File: src/rtl/word_width_reducer.sv
module word_width_reducer #(
  parameter int IN_W  = 16,
  parameter int OUT_W = 12,
  parameter int MODE  = 2
) (
  input  logic                                        clk,
  input  logic                                        rst_n,
  input  logic                                        din_valid,
  input  logic signed [IN_W-1:0]                      din,
  output logic                                        dout_valid,
  output logic signed [((MODE == 0) ? IN_W : OUT_W)-1:0] dout
);

  localparam int OW = (MODE == 0) ? IN_W : OUT_W;
  localparam int D  = IN_W - OW;
  localparam logic signed [OW-1:0] MINV = OW'(64'd1 << (OW - 1));
  localparam logic signed [OW-1:0] MAXV = ~MINV;

  logic signed [OW-1:0] q;

  generate
    if (MODE == 0 || D == 0) begin : g_pass
      assign q = din[OW-1:0];
    end else if (MODE == 1) begin : g_trunc
      assign q = din[IN_W-1:D];
    end else if (MODE == 2 || MODE == 3) begin : g_round
      logic [IN_W:0] inc;
      logic [IN_W:0] sum;
      logic [OW:0]   wide;
      if (MODE == 3) begin : g_up
        assign inc = (IN_W+1)'(1) << (D - 1);
      end else begin : g_even
        assign inc = ((IN_W+1)'(1) << (D - 1)) - (IN_W+1)'(1) + (IN_W+1)'(din[D]);
      end
      assign sum  = {din[IN_W-1], din} + inc;
      assign wide = sum[IN_W:D];
      assign q    = (wide[OW] != wide[OW-1]) ? MAXV : wide[OW-1:0];
    end else begin : g_sat
      logic fits;
      assign fits = (&din[IN_W-1:OW-1]) | ~(|din[IN_W-1:OW-1]);
      assign q    = fits ? din[OW-1:0] : (din[IN_W-1] ? MINV : MAXV);
    end
  endgenerate

  always_ff @(posedge clk or negedge rst_n) begin
    if (!rst_n) begin
      dout_valid <= 1'b0;
      dout       <= '0;
    end else begin
      dout_valid <= din_valid;
      if (din_valid) dout <= q;
    end
  end

  a_r1_valid_rise: assert property (@(posedge clk) disable iff (!rst_n)
    din_valid |=> dout_valid);
  a_r1_valid_fall: assert property (@(posedge clk) disable iff (!rst_n)
    !din_valid |=> !dout_valid);
  a_r2_hold: assert property (@(posedge clk) disable iff (!rst_n)
    !din_valid |=> $stable(dout));

  generate
    if (MODE == 0 || D == 0) begin : g_chk_pass
      a_r3_passthru: assert property (@(posedge clk) disable iff (!rst_n)
        din_valid |=> (dout == $past(din[OW-1:0])));
    end else if (MODE == 1) begin : g_chk_trunc
      a_r4_not_above: assert property (@(posedge clk) disable iff (!rst_n)
        din_valid |=> ($signed({dout, {D{1'b0}}}) <= $past(din)));
    end else if (MODE == 2 || MODE == 3) begin : g_chk_round
      localparam logic [D-1:0] HALF = D'(1) << (D - 1);
      localparam logic signed [IN_W-1:0] TOPIN = ~(IN_W'(64'd1 << (IN_W - 1)));
      a_r7_clamp_top: assert property (@(posedge clk) disable iff (!rst_n)
        (din_valid && din == TOPIN) |=> (dout == MAXV));
      if (MODE == 2) begin : g_chk_even
        a_r6_tie_even: assert property (@(posedge clk) disable iff (!rst_n)
          (din_valid && din[D-1:0] == HALF) |=> (!dout[0] || dout == MAXV));
      end else begin : g_chk_up
        a_r5_tie_up: assert property (@(posedge clk) disable iff (!rst_n)
          (din_valid && din[D-1:0] == HALF) |=>
            (dout == MAXV || $signed({dout[OW-1], dout, {D{1'b0}}}) > $signed({$past(din[IN_W-1]), $past(din)})));
      end
    end else begin : g_chk_sat
      a_r9_pos_clamp: assert property (@(posedge clk) disable iff (!rst_n)
        (din_valid && !din[IN_W-1] && (|din[IN_W-1:OW-1])) |=> (dout == MAXV));
      a_r9_neg_clamp: assert property (@(posedge clk) disable iff (!rst_n)
        (din_valid && din[IN_W-1] && !(&din[IN_W-1:OW-1])) |=> (dout == MINV));
    end
  endgenerate

endmodule

File: config.mk
export PLATFORM = sky130hd
export DESIGN_NAME = word_width_reducer
export DESIGN_NICKNAME = d
export VERILOG_FILES = /design/src/rtl/word_width_reducer.sv
export SDC_FILE = /design/constraint.sdc
export NUM_CORES = 1
export LEC_CHECK = 0
export BUFFER_PORTS_ARGS = -buffer_cell sky130_fd_sc_hd__buf_2
export CAP_MARGIN = 20
export CORE_UTILIZATION = 51
export DETAILED_ROUTE_END_ITERATION = 8
export HOLD_SLACK_MARGIN = 0.05
export PLACE_DENSITY = 0.83
export RECOVER_POWER = 100
export SLEW_MARGIN = 5
export SYNTH_ARGS = -nofsm -noshare
export SYNTH_HDL_FRONTEND = slang
export SYNTH_SLANG_ARGS = --single-unit
File: constraint.sdc
create_clock -name clk -period 1.35 [get_ports clk]
set_input_delay 0 -clock clk [delete_from_list [all_inputs] [get_ports clk]]
set_output_delay 0 -clock clk [all_outputs]
set_load 0.02 [all_outputs]
# Word level (Yosys, flattened, before mapping)
# Cells that the tools add are included.
word_totals:
  regBits: 13
  latchBits: 0
  mem_bits_rw: 0
  romBits: 0
  in_bits: 19
  output_inout_bits: 13
  wordCells: 6
  memories: 0
op_classes:
  add_sub_neg: 2
  n_mul: 0
  n_div: 0
  n_lt_le_gt_ge: 0
  eq_ne: 1
  n_shift: 0
  mux: 1
  bitwise_logic: 0
  reduce_logical: 0
op_table:
  columns: ["op", "count"]
  rows:
  - ["16-bit by 5-bit adder with 17-bit output", 1]
  - ["12-bit 2-to-1 mux", 1]
  - ["3-bit by 1-bit adder with 4-bit output, first input constant", 1]
  - ["1-bit != test", 1]

# Longest topological paths before layout
# Gate-level depths: netlist of the first run.
depth:
  depth_word: 4
  depth_mapped: 11
  mapped_depth_nobuf: 11

# Worst setup path after synthesis of the first run
# OpenSTA, ideal clock, no wires.
synth_timing:
  kind: "in2reg"
  start: "input port din[4]"
  end: "register dout[10] (netlist bit)"
  setup_ns: 0.141
  arrival_ns: 2.011
  required_time_ns: 1.209
  slack_ns: -0.803
  path_stages: 10
  n_path_buf: 1
  path_cell_list: "inv_1 -> ha_1 -> nand4b_1 -> a21oi_1 -> or3b_1 -> xnor2_1 -> ha_1 -> nor2b_1 -> clkbuf_1 -> a31oi_1"
synth_between:
  elab_chain_cells: 4
synth_rtl:
  columns: ["element", "line_no", "source"]
  rows:
  - ["start: declaration", "9", "input logic signed [IN_W-1:0] din,"]
  - ["3-bit by 1-bit adder with 4-bit output", "33", "assign inc = ((IN_W+1)'(1) << (D - 1)) - (IN_W+1)'(1) + (IN_W+1)'(din[D]);"]
  - ["16-bit by 5-bit adder with 17-bit output (*)", "35", "assign sum = {din[IN_W-1], din} + inc;"]
  - ["1-bit != test", "37", "assign q = (wide[OW] != wide[OW-1]) ? MAXV : wide[OW-1:0];"]
  - ["12-bit 2-to-1 mux (*)", "37", null]
  - ["end signal: assignment", "51", "if (din_valid) dout <= q;"]
  - ["end: declaration", "11", "output logic signed [((MODE == 0) ? IN_W : OUT_W)-1:0] dout"]
# Every way passes the cells marked *; elsewhere a longest branch is shown, timed or not.
# A chain may end at the register's enable or synchronous reset.

# Worst setup path in the final report of the first run
layout_timing:
  start: "input port din[3]"
  end: "register dout[7] (netlist bit)"
layout_between:
  elab_chain_cells: 3
layout_rtl:
  columns: ["element", "line_no"]
  rows:
  - ["16-bit by 5-bit adder with 17-bit output (*)", "35"]
  - ["1-bit != test", "37"]
  - ["12-bit 2-to-1 mux (*)", "37"]
# Marks and branches as above.

==> metrics.txt, run 1 <==
clock buffer depth 2; clock share of power 0.222; clock tree from TritonCTS yes; DR pass1 iterations 4; Max Transition Viols Final 0; dominant cell type by area after synthesis dfrtp_1; Critical Path Fanout Max 3; clk sinks 13; worst reg2reg path depth 1; outcome finished with violations; routed wire length 3000 µm; Reg clk slew, reported paths 90 ps; crit path DAT 2080 ps; top post-synthesis cells by area dfrtp_1 39%, xnor2_1 8.4%, ha_1 7.5%; max_cap viols 0; Area growth, synth to finish 68.6%; total number of H-tree levels 1; clock root buffer clkbuf_4; diode count 0; worst relative slew slack 0.524; CP startpoint kind primary input; Crit path required time 1520 ps; Post-synth EDFFs 0; Synth top cells by count 13 x dfrtp_1, 10 x nor2_1, 9 x a21oi_1; Mapped Cells 92; CTS Buf Count 3; Die W 42.3 µm; die span in y 42.3 µm; cell count after placement 155; first-pass GRT wire length 4680 µm; final worst slack -552 ps; area of the core 1510 µm²; Final min period 1900 ps; total power draw 0.00113 W; vias in the first global route 1015; Mapped Nets 116; fillers 59; # rows 14; power per cell area 807 nW/µm²; largest net degree at the start of global routing 15; Sw Share 0.345; Synth top area share 0.392; layout cells sized above 1 0.445; Distinct cells, synth 30; Nets 180; CP Class in2reg; DRC 0; Skew-Pair Late Insertion Delay 270 ps; worst clock skew 0 ps; P_leak 0.591 nW; Worst Hold Depth 3; GR Overflow Total 0; I/O Pins 32; synthesis warning total 0; initial detailed-routing violation count 45; Reg power frac 0.399; die footprint 1790 µm²; Mapped Area 830 µm²; Avg WL per Cell 17.5 µm; vias per inst 5.88; sequential cell area fraction in the yosys report 0.392; final setup vio count 12; RD Place Congestion 0.849; Crit. End Element register; Combinational Power Share 0.379; ys flop type dfrtp_1; Psw 0.000389 W; final hold vios 0; Tcrit/Tclk final 1.41; GRT Util Overall 0.360; HP Class in2reg; Starting Density 0.551; f_max 0.526 GHz; port bufs 31; hpwl dp 1730 µm; Internal 0.000740 W; final non-filler cell total 171; area used by multi-input combinational logic 584 µm²; Slew @ Worst Pin 714 ps; worst vdd rail ir drop 757 µV; register area 325 µm²; Synth async-reset ratio 1.00; post-synthesis register bit count 13; Final ANT Viol Nets 0; via count 1005; most frequent cell after synthesis dfrtp_1; antenna violations before repair 0; RSZ-0062 raised after global routing true; Avg Inst Size Synth 9.02 µm²; failing checks setup timing
==> worst paths after layout <==
path                                           start                   end  slack, ps
worst min register to register   dout[6]$_DFFE_PN0P_   dout[6]$_DFFE_PN0P_        520
worst max-delay path                          din[3]   dout[7]$_DFFE_PN0P_       -550
worst min-delay path                         din[11]   dout[7]$_DFFE_PN0P_        100
min in group asynchronous                      rst_n  dout[10]$_DFFE_PN0P_        280
max in group asynchronous                      rst_n   dout[4]$_DFFE_PN0P_        620
worst max register to register  dout[11]$_DFFE_PN0P_  dout[11]$_DFFE_PN0P_        560
==> registers in the layout, indices dropped and copies added, names as in the netlist <==
register	count
dout	12
dout_valid	1
==> worst max-delay path, stage by stage <==
cell and delay [ps]:
buf_2 120, inv_1 100, ha_4 150, o21ai_0 160
a21oi_2 210, or3b_4 430, xnor2_4 140, ha_4 250
nor2b_4 120, nand2b_1 70, a41o_1 200, o221a_2 120
==> metrics by stage <==
stage | setup WS (ps) | setup TNS (ps) | cell area (µm²) | hold slack, ps | util
after floorplan | -680 | -6720 | 903 | -296 | -
after global placement | -846 | -8850 | 1200 | -108 | 0.800
after detailed placement | -940 | -9730 | 1200 | -93.2 | 0.800
after CTS | -486 | -4920 | 1410 | 84.1 | 0.934
after global routing | -623 | -6620 | 1400 | 97.7 | 0.929
final | -552 | -5880 | 1400 | 100 | 0.929
==> logic make-up after synthesis <==
kind of cell / after synthesis / share of synthesized area
buf+inv: 9 / 0.0422
simple gates: 34 / 0.214
flops: 13 / 0.392
compound gates: 22 / 0.178
fa+ha+maj: 5 / 0.0754
mux: 1 / 0.0136
xor+xnor: 8 / 0.0845
==> layer usage <==
layer,up-vias,share of wire,track usage
met5,-,0,0
met4,0,0.061,0.238
met3,20,0.067,0.0776
met2,64,0.48,0.597
met1,463,0.40,0.412
li1,458,-,-
==> cells in the final DEF (no fill, tap or decap), drive strengths merged, types with 3 or more instances in the layout <==
| cell type | instances |
|---|---|
| ha | 5 |
| a31oi | 3 |
| inv | 6 |
| dfrtp | 13 |
| xnor2 | 8 |
| dlygate4sd3 | 4 |
| o21ai | 3 |
| nand4 | 3 |
| nor2 | 10 |
| or3 | 4 |
| a21oi | 9 |
| nand2 | 5 |
| clkbuf | 17 |
| buf | 45 |
==> timing repair <==
action / 4_1_cts / 5_1_grt
setup buffers: 6 / 1
pin swaps: 5 / 0
hold endpoints to repair: 16 / 0
hold buffers: 4 / 0
resized for setup: 19 / 0
endpoints found under the setup margin: 12 / 12
gates cloned: 1 / 0
==> layout make-up <==
type | count | area share
timing repair buffer | 62 | 0.292
multi-input combinational | 70 | 0.418
sequential | 13 | 0.233
tap | 16 | 0.0143
clock buffer | 4 | 0.0188
inverter | 6 | 0.0250
==> power groups by stage <==
stage / logic, W / clock network (W) / registers (W)
after CTS: 0.000418 / 0.000255 / 0.000447
final: 0.000428 / 0.000251 / 0.000451
after global routing: 0.000452 / 0.000265 / 0.000454
after detailed placement: 0.000355 / 0 / 0.000455
after floorplan: 0.000138 / 0 / 0.000508
after global placement: 0.000344 / 0 / 0.000454
Note: power is estimated with default switching activity, not from simulation.
==> run 2, diff against run 1 <==
BUFFER_PORTS_ARGS = default   (was -buffer_cell sky130_fd_sc_hd__buf_2)
CORE_UTILIZATION = 64   (was 51)
DONT_BUFFER_PORTS = 1   (was default)
PLACE_DENSITY = 0.8   (was 0.83)
SETUP_SLACK_MARGIN = 0.02   (was default)
==> metrics.txt, run 2 <==
outcome aborted with a tool error (was finished with violations); last step reached clock tree synthesis; Err [ERROR DPL-0038] Utilization greater than 100%, impossible to legalize; I/O Pins 32 (unchanged); CTS Hold Bufs 13 (was 4); clock root buffer clkbuf_4 (unchanged); post-synthesis register bit count 13 (unchanged); Mapped Cells 92 (unchanged); PostCTS Resize Cnt 9 (was 19); Avg Inst Size Synth 9.02 µm² (unchanged); pre-CTS WS -707 ps (was -940 ps); top post-synthesis cells by area dfrtp_1 39%, xnor2_1 8.4%, ha_1 7.5% (unchanged); # rows 12 (was 14); Setup Buffers After CTS 2 (was 6); total number of H-tree levels 1 (unchanged); hpwl dp 1720 µm (was 1730 µm); Synth top area share 0.392 (unchanged); RD Place Congestion 0.853 (was 0.849); Die W 38 µm (was 42.3 µm); ys flop type dfrtp_1 (unchanged); synthesis warning total 0 (unchanged); Mapped Nets 116 (unchanged); port bufs 0 (was 31); Mapped Area 830 µm² (unchanged); dominant cell type by area after synthesis dfrtp_1 (unchanged); Synth async-reset ratio 1.00 (unchanged); CTS Buf Count 3 (unchanged); clk sinks 13 (unchanged); most frequent cell after synthesis dfrtp_1 (unchanged); Synth top cells by count 13 x dfrtp_1, 10 x nor2_1, 9 x a21oi_1 (unchanged); Starting Density 0.718 (was 0.551); die span in y 38 µm (was 42.3 µm); clock buffer depth 2 (unchanged); Post-synth EDFFs 0 (unchanged); sequential cell area fraction in the yosys report 0.392 (unchanged); Distinct cells, synth 30 (unchanged)
[run 2: cell families after synthesis]
kind of cell	count (synthesis)	synth area share
AO/OA/AOI/OAI	22	0.178
XOR/XNOR	8	0.0845
adder cells (fa/ha/maj)	5	0.0754
buffers and inverters	9	0.0422
flip-flops	13	0.392
multiplexers	1	0.0136
AND/OR/NAND/NOR	34	0.214
[run 2: per-stage QoR]
step	cell area [µm²]	TNS, ps	hold slack [ps]	cells
floorplan	903	-6720	-296	92
global placement	995	-6440	-295	115
detailed placement	995	-7000	-295	115
==> run 3, diff against run 2 <==
CORE_AREA = 2 2 63 65   (was default)
CORE_UTILIZATION = default   (was 64)
DIE_AREA = 0 0 65 67   (was default)
HOLD_SLACK_MARGIN = default   (was 0.05)
PLACE_DENSITY = default   (was 0.8)
PLACE_DENSITY_LB_ADDON = 0.15   (was default)
SETUP_SLACK_MARGIN = default   (was 0.02)
==> metrics.txt, run 3 (synthesis gave the netlist of run 1 again) <==
total power draw 0.00108 W; max_cap viols 0; I/O Pins 32 (unchanged); crit path DAT 1870 ps; DRC 0; Crit path required time 1480 ps; layout cells sized above 1 0.239; initial detailed-routing violation count 38; Top reg by flops dout; clock buffer depth 2 (unchanged); routed wire length 2340 µm; final worst slack -391 ps; Critical Path Most Common Cell ha_4; final hold vios 0; max reg flops 12; r2r endpoint dout[11]$_DFFE_PN0P_; worst relative slew slack 0.595; CP Depth 11; HP Class in2reg; slowest stage cell, crit path or3b_4; DR pass1 iterations 4; hpwl dp 1820 µm (was 1720 µm); antenna violations before repair 0; setup slack, reg-to-reg 490 ps; area of the core 3610 µm²; worst reg2reg path depth 1; vias in the first global route 821; Combinational Power Share 0.211; diode count 0; WP buf/inv 1; Internal 0.000763 W; Final ANT Viol Nets 0; P_leak 0.455 nW; delay-heaviest family, CP simple AND/OR/NAND/NOR gates; clk sinks 13 (unchanged); Sw Share 0.292; die footprint 4360 µm²; CTS Buf Count 3 (unchanged); via count 746; CP max stage delay 400 ps; Critical Path Fanout Max 6; commonest non-fill, non-tap cells in the layout 13 x dfrtp_1, 13 x buf_4, 11 x dlygate4sd3_1; GR Overflow Total 0; largest registers dout x12, dout_valid x1; f_max 0.574 GHz; Tcrit/Tclk final 1.29; failing checks setup timing; power per cell area 898 nW/µm²; clock root buffer clkbuf_8 (was clkbuf_4); GRT Util Overall 0.119; clock share of power 0.317; first-pass GRT wire length 3880 µm; clock tree from TritonCTS yes; Reg power frac 0.472; Starting Density 0.230 (was 0.718); largest net degree at the start of global routing 14; Psw 0.000315 W; Slew @ Worst Pin 606 ps; Area growth, synth to finish 44.6%; CP Class in2reg; worst reg2reg startpoint dout[11]$_DFFE_PN0P_; PostCTS Resize Cnt 0 (was 9); Nets 142; CP startpoint kind primary input; # rows 22 (was 12); Avg WL per Cell 14.2 µm; outcome finished with violations (was aborted with a tool error); Final min period 1740 ps; die span in y 67 µm (was 38 µm); Worst Setup SP din[4]; worst vdd rail ir drop 246 µV; pre-CTS WS -717 ps (was -707 ps); final setup vio count 12; Crit. End Element register; total number of H-tree levels 1 (unchanged); worst path cell trace inv_12, ha_4, nand4b_1, a21oi_2, or3b_4, xnor2_2, ha_4, nor2b_4, nand2b_1, a41o_1, o221a_2; worst clock skew 0 ps; Skew-Pair Late Insertion Delay 230 ps; RSZ-0062 raised after global routing true; RD Place Congestion 0.740 (was 0.853); Die W 65 µm (was 38 µm); crit path capture dout[7]$_DFFE_PN0P_; Reg clk slew, reported paths 60 ps; port bufs 0 (unchanged); vias per inst 4.52; Max Transition Viols Final 0
run 3: worst min path at each step:
stage          startpoint              endpoint  slack, ps  cells past startpoint
2_1_floorplan       rst_n   dout[0]$_DFFE_PN0P_       -300                      0
3_3_place_gp        rst_n  dout_valid$_DFF_PN0_       -300                      0
6_report          din[11]   dout[7]$_DFFE_PN0P_         10                      2
5_1_grt           din[11]   dout[7]$_DFFE_PN0P_         20                      2
4_1_cts            din[9]   dout[7]$_DFFE_PN0P_         10                      2
3_5_place_dp        rst_n  dout[10]$_DFFE_PN0P_       -300                      0
run 3: routing by layer:
metal  track usage  routed length [µm]  vias up
li1              -                   -      381
met1         0.140                1060      337
met2         0.200                1070       26
met3        0.0321                 178        2
met4        0.0559                  34        0
met5             0                   0        -
run 3: layout make-up:
| class | count | area (µm²) |
|---|---|---|
| well taps | 48 | 60.1 |
| inverters | 6 | 35.0 |
| flip-flops and latches | 13 | 325 |
| repair buffers | 24 | 208 |
| clock buffers | 4 | 45.0 |
| fillers | 390 | 2410 |
| multi-input cells | 70 | 527 |
run 3: timing repair:
action                                  CTS  global route
hold buffers                             11             0
gates cloned                              0             0
setup buffers                             2             0
pin swaps                                 2             0
endpoints found under the setup margin   12            12
endpoints found under the hold margin    26             0
run 3: power groups by stage:
stage          Combinational (W)  Sequential [W]  Clock, W
2_1_floorplan           0.000138        0.000508         0
3_3_place_gp            0.000183        0.000517         0
3_5_place_dp            0.000184        0.000518         0
4_1_cts                 0.000230        0.000511  0.000360
5_1_grt                 0.000254        0.000516  0.000384
6_report                0.000227        0.000509  0.000342
run 3: through the flow:
stage	setup TNS, ps	hold WS [ps]	instance area [µm²]	instances	util
floorplan	-6720	-296	903	92	-
global placement	-6670	-295	1030	148	0.286
detailed placement	-7290	-295	1030	148	0.286
CTS	-3530	12.3	1200	165	0.333
global route	-4320	19.0	1200	165	0.333
finish	-3330	14.6	1200	165	0.333
